[config.mk]
export PLATFORM = sky130hd
export DESIGN_NAME = cfgrom_port
export DESIGN_NICKNAME = d
export VERILOG_FILES = /design/src/rtl/cfgrom_pkg.sv /design/src/rtl/cfgrom_addr_ctr.sv /design/src/rtl/cfgrom_array.sv /design/src/rtl/cfgrom_outdrv.sv /design/src/rtl/cfgrom_port.sv
export SDC_FILE = /design/constraint.sdc
export NUM_CORES = 1
export LEC_CHECK = 0
export ABC_CLOCK_PERIOD_IN_PS = 3900
export BUFFER_PORTS_ARGS = -buffer_cell sky130_fd_sc_hd__buf_2
export CELL_PAD_IN_SITES_DETAIL_PLACEMENT = 1
export CELL_PAD_IN_SITES_GLOBAL_PLACEMENT = 2
export CORE_MARGIN = 2
export CORE_UTILIZATION = 32
export CTS_CLUSTER_SIZE = 10
export DETAILED_ROUTE_END_ITERATION = 12
export GPL_TIMING_DRIVEN = 0
export PLACE_DENSITY = 0.9
export SLEW_MARGIN = 10
export SYNTH_ARGS = -nofsm -noshare
export SYNTH_HDL_FRONTEND = slang
export SYNTH_SLANG_ARGS = --single-unit
[constraint.sdc]
create_clock -name clk -period 3.9 [get_ports clk]
set_clock_uncertainty 0.15 [all_clocks]
set_input_delay 0.195 -clock clk [delete_from_list [all_inputs] [get_ports clk]]
set_output_delay 0.195 -clock clk [all_outputs]
set_load 0.01 [all_outputs]
[src/rtl/cfgrom_pkg.sv]
// Shared types and the computed ROM image for the configuration read port.
// Assumes byte-wide storage. The image is generated from the address and a seed,
// so no table is stored.
package cfgrom_pkg;
    localparam int BYTE_W = 8;
    localparam int BIT_W  = 3;

    typedef logic [BYTE_W-1:0] byte_t;

    typedef enum logic {
        FMT_SERIAL = 1'b0,
        FMT_BYTE   = 1'b1
    } out_fmt_e;

    // Image byte at address a: low byte of a*29 + seed
    function automatic byte_t image_byte(input logic [31:0] a, input byte_t seed);
        logic [31:0] t;
        t = a * 32'd29 + {24'd0, seed};
        return t[BYTE_W-1:0];
    endfunction
endpackage

[src/rtl/cfgrom_addr_ctr.sv]
// Read pointer: byte address, bit index within the byte, and a used-up flag.
// Assumes par_mode changes only while the port is held in reset or standby.
// The pointer saturates at DEPTH-1 and the used-up flag holds until reset.
module cfgrom_addr_ctr
    import cfgrom_pkg::*;
#(
    parameter int DEPTH = 16,
    localparam int AW   = (DEPTH > 2) ? $clog2(DEPTH) : 1
) (
    input  logic             clk,
    input  logic             oe_rst_n,
    input  logic             ce_n,
    input  logic             par_mode,
    output logic [AW-1:0]    addr_o,
    output logic [BIT_W-1:0] bit_o,
    output logic             done_o
);
    localparam logic [AW-1:0]    LAST    = AW'(DEPTH - 1);
    localparam logic [BIT_W-1:0] BIT_TOP = BIT_W'(BYTE_W - 1);

    logic [AW-1:0]    addr_q;
    logic [BIT_W-1:0] bit_q;
    logic             done_q;
    logic             step_en;
    logic             byte_end;
    out_fmt_e         fmt;

    // Decode the output format and whether this edge finishes a byte
    always_comb begin
        fmt      = out_fmt_e'(par_mode);
        step_en  = oe_rst_n && !ce_n && !done_q;
        byte_end = (fmt == FMT_BYTE) || (bit_q == '0);
    end

    // Pointer update: reset or standby clears it, otherwise step and saturate
    always_ff @(posedge clk) begin
        if (!oe_rst_n || ce_n) begin
            addr_q <= '0;
            bit_q  <= BIT_TOP;
            done_q <= 1'b0;
        end else if (step_en) begin
            if (byte_end) begin
                bit_q <= BIT_TOP;
                if (addr_q == LAST) begin
                    done_q <= 1'b1;
                end else begin
                    addr_q <= addr_q + AW'(1);
                end
            end else begin
                bit_q <= bit_q - BIT_W'(1);
            end
        end
    end

    assign addr_o = addr_q;
    assign bit_o  = bit_q;
    assign done_o = done_q;

    p_reset_clears_r2: assert property (@(posedge clk)
        !oe_rst_n |=> (addr_q == '0 && bit_q == BIT_TOP && !done_q));

    p_standby_clears_r3: assert property (@(posedge clk)
        ce_n |=> (addr_q == '0 && bit_q == BIT_TOP && !done_q));

    p_advance_r1: assert property (@(posedge clk)
        (oe_rst_n && !ce_n && !done_q && par_mode && addr_q != LAST)
        |=> (addr_q == $past(addr_q) + AW'(1)));

    p_msb_first_r5: assert property (@(posedge clk)
        (oe_rst_n && !ce_n && !done_q && !par_mode && bit_q != '0)
        |=> (bit_q == $past(bit_q) - BIT_W'(1) && addr_q == $past(addr_q)));

    p_saturate_r7: assert property (@(posedge clk)
        (done_q && oe_rst_n && !ce_n) |=> (done_q && addr_q == LAST));
endmodule

[src/rtl/cfgrom_array.sv]
// Read-only image. It returns the stored byte for an address in the same cycle.
// Assumes the contents are fixed at elaboration by SEED.
module cfgrom_array
    import cfgrom_pkg::*;
#(
    parameter int          DEPTH = 16,
    parameter logic [7:0]  SEED  = 8'h5A,
    localparam int         AW    = (DEPTH > 2) ? $clog2(DEPTH) : 1
) (
    input  logic [AW-1:0] addr_i,
    output byte_t         byte_o
);
    // Look up the generated image byte for the current address
    always_comb begin
        byte_o = image_byte(32'(addr_i), SEED);
    end
endmodule

[src/rtl/cfgrom_outdrv.sv]
// Lane driver and chain-enable output. It floats every lane when reset, standby
// or the used-up flag applies. In serial format only lane 0 carries data.
// The clock is used only by the assertions.
module cfgrom_outdrv
    import cfgrom_pkg::*;
(
    input  logic             clk,
    input  logic             oe_rst_n,
    input  logic             ce_n,
    input  logic             par_mode,
    input  logic             done_i,
    input  byte_t            byte_i,
    input  logic [BIT_W-1:0] bit_i,
    output byte_t            data_o,
    output byte_t            data_oe,
    output logic             ceo_n
);
    logic active;
    logic serial_bit;

    // Decide whether this port owns the bus and pick the serial bit
    always_comb begin
        active     = oe_rst_n && !ce_n && !done_i;
        serial_bit = byte_i[bit_i];
        ceo_n      = !(done_i && oe_rst_n && !ce_n);
    end

    for (genvar g = 0; g < BYTE_W; g++) begin : g_lane
        if (g == 0) begin : g_lane0
            // Lane 0 carries data in both formats
            always_comb begin
                data_oe[g] = active;
                data_o[g]  = active && (par_mode ? byte_i[g] : serial_bit);
            end
        end else begin : g_upper
            // Upper lanes carry data in byte format only
            always_comb begin
                data_oe[g] = active && par_mode;
                data_o[g]  = active && par_mode && byte_i[g];
            end
        end
    end

    p_upper_float_serial_r5: assert property (@(posedge clk)
        !par_mode |-> (data_oe[BYTE_W-1:1] == '0));

    p_ceo_release_r8: assert property (@(posedge clk)
        (!oe_rst_n || ce_n) |-> ceo_n);

    p_handoff_float_r7: assert property (@(posedge clk)
        !ceo_n |-> (data_oe == '0));
endmodule

[src/rtl/cfgrom_port.sv]
// Top level of the cascadable configuration-stream read port.
// It connects the read pointer, the image and the lane driver.
// Assumes par_mode is changed only while oe_rst_n is low or ce_n is high.
module cfgrom_port
    import cfgrom_pkg::*;
#(
    parameter int         DEPTH = 16,
    parameter logic [7:0] SEED  = 8'h5A
) (
    input  logic       clk,
    input  logic       oe_rst_n,
    input  logic       ce_n,
    input  logic       par_mode,
    output logic [7:0] data_o,
    output logic [7:0] data_oe,
    output logic       ceo_n
);
    localparam int AW = (DEPTH > 2) ? $clog2(DEPTH) : 1;

    logic [AW-1:0]    addr;
    logic [BIT_W-1:0] bit_idx;
    logic             used_up;
    byte_t            cur_byte;

    cfgrom_addr_ctr #(.DEPTH(DEPTH)) u_ctr (
        .clk      (clk),
        .oe_rst_n (oe_rst_n),
        .ce_n     (ce_n),
        .par_mode (par_mode),
        .addr_o   (addr),
        .bit_o    (bit_idx),
        .done_o   (used_up)
    );

    cfgrom_array #(.DEPTH(DEPTH), .SEED(SEED)) u_img (
        .addr_i (addr),
        .byte_o (cur_byte)
    );

    cfgrom_outdrv u_drv (
        .clk      (clk),
        .oe_rst_n (oe_rst_n),
        .ce_n     (ce_n),
        .par_mode (par_mode),
        .done_i   (used_up),
        .byte_i   (cur_byte),
        .bit_i    (bit_idx),
        .data_o   (data_o),
        .data_oe  (data_oe),
        .ceo_n    (ceo_n)
    );
endmodule

Word level (Yosys, flattened, before mapping)
Cells that the tools add are included. W data, S select, Z words.

Flip-flop bits (word level): 8. Input bits: 4. Output and inout port bits: 17.

Add/sub/neg operators: 3. Multiply operators: 1. Order comparisons: 1. Equality and inequality tests: 1. Muxes and demuxes: 4. Bitwise gates (word level): 1. Reductions and logical operators: 22.

Operators by type and width (number): $logic_and A1 B1 Y1 (13); $add A8 B7 Y8 const B (1); $mul A4 B5 Y8 const B (1); $reduce_and A3 Y1 (2); $add A4 B1 Y4 const B (1); $eq A4 B4 Y1 const B (1); $logic_not A1 Y1 (4); $lt A3 B4 Y1 const B (1); $bmux W1 S3 (1); $logic_not A3 Y1 (1); $mux W3 (1); $sub A3 B1 Y3 const B (1); $logic_or A1 B1 Y1 (2); $mux W1 (2); $not A1 Y1 (1).

Depth between registers and ports, before layout
Word-level depth: 6. Depth in mapped cells: 11. Gate-level depth less buffers: 11.

Modules after synthesis
A second synthesis with hierarchy kept.

Cell total of the unflattened synthesis: 108. Area total of the unflattened synthesis: 982.2 um^2.

Modules (own cells, without submodules): cfgrom_addr_ctr (times used 1, cells an instance 47, area each 414.1 um^2, seq. area each 160.2 um^2); cfgrom_array (times used 1, cells an instance 35, area each 354.1 um^2, seq. area each 0.0 um^2); cfgrom_outdrv (times used 1, cells an instance 26, area each 214.0 um^2, seq. area each 0.0 um^2).

Worst setup path before layout
Ideal clock, no wire load.

Path kind: reg2out. Start point: reg u_ctr.addr_q[1] (netlist: u_ctr.addr_o[1]). End point: out data_o[0]. Arrival time: 3067 ps. Data required time: 3555 ps. Path slack: 488 ps. Stages on the path, launching flop included: 10. Path through: dfxtp_1 > inv_1 > fa_1 > fa_1 > fa_1 > a21o_1 > a21oi_1 > xnor2_1 > o311ai_1 > a311oi_1.

Cells in the longest elaborated chain, start to end: 6.

Ends and longest elaborated chain: from (decl) (line cfgrom_addr_ctr.sv:21) `logic [AW-1:0] addr_q;`; from (signal assigned) (line cfgrom_addr_ctr.sv:47) `addr_q <= addr_q + AW'(1);`; $mul A4 B5 Y8 (line cfgrom_pkg.sv:18) `t = a * 32'd29 + {24'd0, seed};`; $add A8 B7 Y8 (line cfgrom_pkg.sv:18); $bmux W1 S3 (line cfgrom_outdrv.sv:24) `serial_bit = byte_i[bit_i];`; $mux W1 (not written as such) (line cfgrom_outdrv.sv:24); $mux W1 (line cfgrom_outdrv.sv:33) `data_o[g] = active && (par_mode ? byte_i[g] : serial_bit);`; $logic_and A1 B1 Y1 (line cfgrom_outdrv.sv:33); to (decl) (line cfgrom_port.sv:14) `output logic [7:0] data_o,`.

No other way between the ends. The select of a mux whose other input is x is not followed.

Worst setup path after layout
Same ends and word-level chain as after synthesis.

==> impl_metrics.toml <==
[clocking]
clock_tree.root_cell = "clkbuf_4"
htreeDepth = 1
clock-sinks = 8
cts_buffers = 3
clk_latency_ns = 0.26
cts_tree = "built"
cts_hold_buf = 0
path_clk_slew_ns = 0.06
clock_path_buffers = 2

[logic_synthesis]
synth.avg_cell_area_um2 = 9.32
ys.flop_type = "dfxtp_1"
synth_cells = 104
synth_warnings = 0
syn_nets = 129
synth-async-reset-ratio = 0
synth-seq-cells = 8
synth.distinct_cells = 37
synth_edf_count = 0
syn_area_um2 = 970
yosysSeqAreaShare = 0.165

[timing]
worst_pin_slew_ns = 0.428
timing_hold_violations_final = 0
slew_headroom = 0.714
max_freq_mhz = 269
fin_crit_sh = 0.954
period_needed_ns = 3.72
maxSlewViolCount = 0
rsz0062_at_grt = "false"
setup_viol = 0
finalSetupTns_ns = 0
fin_ws_ns = 0.181

[power]
ir_worst_vdd_uv = 181
p_per_area_nw_per_um2 = 155
p_leak_nw = 0.637
power.total_uw = 183

[global_routing]
antenna_found_initial = 0
grt_remaining_overflow = 0
track_usage = 0.144
grt_pass1_vias = 864
grt_pass1_wl_mm = 3.84
grt_max_degree = 11

[final_layout]
drive_gt1_frac = 0.385
fin_nets = 157
post-route-cell-area_um2 = 1180
antennaDiodeCount = 0
synthToLayoutAreaGrowth_pct = 21.4

[place]
dp_hpwl_mm = 1.88
pre_cts_ws_ns = 0.126
portBuffers = 20
gp_congestion = 0.763
placed_cell_area_um2 = 1110

[critical_path]
worst_setup_path_end_kind = "primary output"
critical_path.cell_chain = "inv_1 -> fa_1 -> fa_2 -> fa_2 -> o311ai_0 -> a31oi_1 -> o311ai_2 -> a311oi_1 -> buf_2"
slowest_stage = "fa_1"
cp_data_arrival_time_ns = 3.37
cp_top_family = "adder cells"
cp-start-kind = "register"
crit_path_max_fanout = 8
required_ns = 3.56
critPathKind = "reg -> out"
path_buf_inv = 2
cpMostUsedCell = "fa_2"
slowest_delay_ns = 0.59

[floorplanning]
die_area_um2 = 3490
die_w_um = 59.0
die-height_um = 59.0
ios = 21
start_util = 0.343
core_um2 = 2830
num_rows = 19

[hold_path]
hold_class = "in -> reg"

[flow_run]
maxCapViolations = 0

[detailed_routing]
firstDrtPassIters = 6
drt.antenna.violating_nets = 0
first_iter_violations = 7
vias = 807
drt-vias-per-instance = 5.01
drc = 0
drt_wl_total_mm = 2.27
wl_per_cell_um = 14.1

[status]
status = "finished, final reports clean"
==> Yosys cell counts, types with 3 or more instances <==
cell      n  area (um^2)
inv_1    12         45.0
ha_1     14          175
and3_2    3         22.5
nor2_1    7         26.3
xnor2_1   3         26.3
o21ai_0   3         15.0
a21oi_1   4         20.0
nand2_1   5         18.8
nand3_1   3         15.0
buf_4     7         52.6
dfxtp_1   8          160
fa_1      7          140
==> timing repair <==
action,4_1_cts,5_1_grt
gates resized for setup,2,6
pin swaps,0,4
setup buffers,0,3
endpoints found under the setup margin,1,1
==> final timing paths <==
check / depth (start not counted) / endpoint / slack, ns / start
hold / removal: 3 / u_ctr.addr_o[2] / 0.11 / oe_rst_n
hold reg to reg: 2 / u_ctr.addr_o[3] / 0.37 / u_ctr.addr_o[3]
setup reg to reg: 6 / u_ctr.addr_o[3] / 2.12 / u_ctr.bit_o[0]
setup / recovery: 9 / data_o[0] / 0.18 / u_ctr.addr_o[1]
==> sequential cells by signal (all words and copies together), names as in the netlist <==
name / count
u_ctr.addr_o: 4
u_ctr.done_o: 1
u_ctr.bit_o: 3
==> cell families (layout without fill, tap and decap cells) <==
kind of cell	Yosys count	in the layout	share of synthesized area
muxes	2	2	0.0335
xor gates and xnor gates	5	5	0.0452
buffers and inverters	20	46	0.112
and+or+nand+nor	31	31	0.196
adders and majority gates	21	21	0.325
AOI/OAI and AO/OA	17	17	0.123
DFF	8	8	0.165
==> cell usage in the layout (no fill, tap or decap), drive strengths merged <==
master / count
nor4b: 1
and2b: 1
a21o: 2
nand4: 1
nand3: 4
mux4: 1
xor2: 2
o21a: 1
nor2: 8
dfxtp: 8
a21oi: 4
ha: 14
nand2: 5
o2bb2ai: 1
a31oi: 2
and3: 4
nor3: 2
a311oi: 1
buf: 31
o211ai: 1
nor2b: 1
nand2b: 2
o311ai: 2
or3: 1
fa: 7
clkbuf: 3
xnor2: 3
and2: 1
mux2i: 1
clkinvlp: 1
o21ai: 3
inv: 11
==> report_power, final <==
part | internal, mW | leakage [nW] | switching, mW
combinational | 0.0169 | 0.557 | 0.0193
sequential | 0.0813 | 0.0664 | 0.00181
clock | 0.0352 | 0.0138 | 0.0283
==> worst reg2reg max path: stages (launching register included) <==
cell	delay (ns)
dfxtp_1	0.37
inv_1	0.20
ha_1	0.18
a21o_2	0.20
nand3_4	0.11
or3_1	0.36
a21oi_1	0.13
==> cell type report <==
| cell class | instances | area [um^2] |
|---|---|---|
| Clock buffer | 3 | 22.5 |
| Tap cell | 31 | 38.8 |
| Sequential cell | 8 | 168 |
| Multi-Input combinational cell | 76 | 713 |
| Inverter | 12 | 48.8 |
| Fill cell | 344 | 1650 |
| Buffer | 8 | 63.8 |
| Timing Repair Buffer | 23 | 123 |
==> per-layer routing <==
| metal | share of wire | GRT usage | wire length [um] | up-vias |
|---|---|---|---|---|
| met3 | 0.040 | 0.0393 | 90 | 0 |
| li1 | - | - | - | 404 |
| met4 | 0 | 0.00974 | 0 | 0 |
| met5 | 0 | 0 | 0 | - |
| met1 | 0.41 | 0.169 | 940 | 386 |
| met2 | 0.55 | 0.273 | 1240 | 17 |
==> through the flow <==
stage | utilization | hold slack [ns] | cells
floorplan | - | 0.213 | 104
global route | 0.416 | 0.125 | 161
global placement | 0.392 | 0.340 | 155
detailed placement | 0.392 | 0.365 | 155
finish | 0.416 | 0.107 | 161
CTS | 0.401 | 0.108 | 158
(Power assumes the default switching activity.)
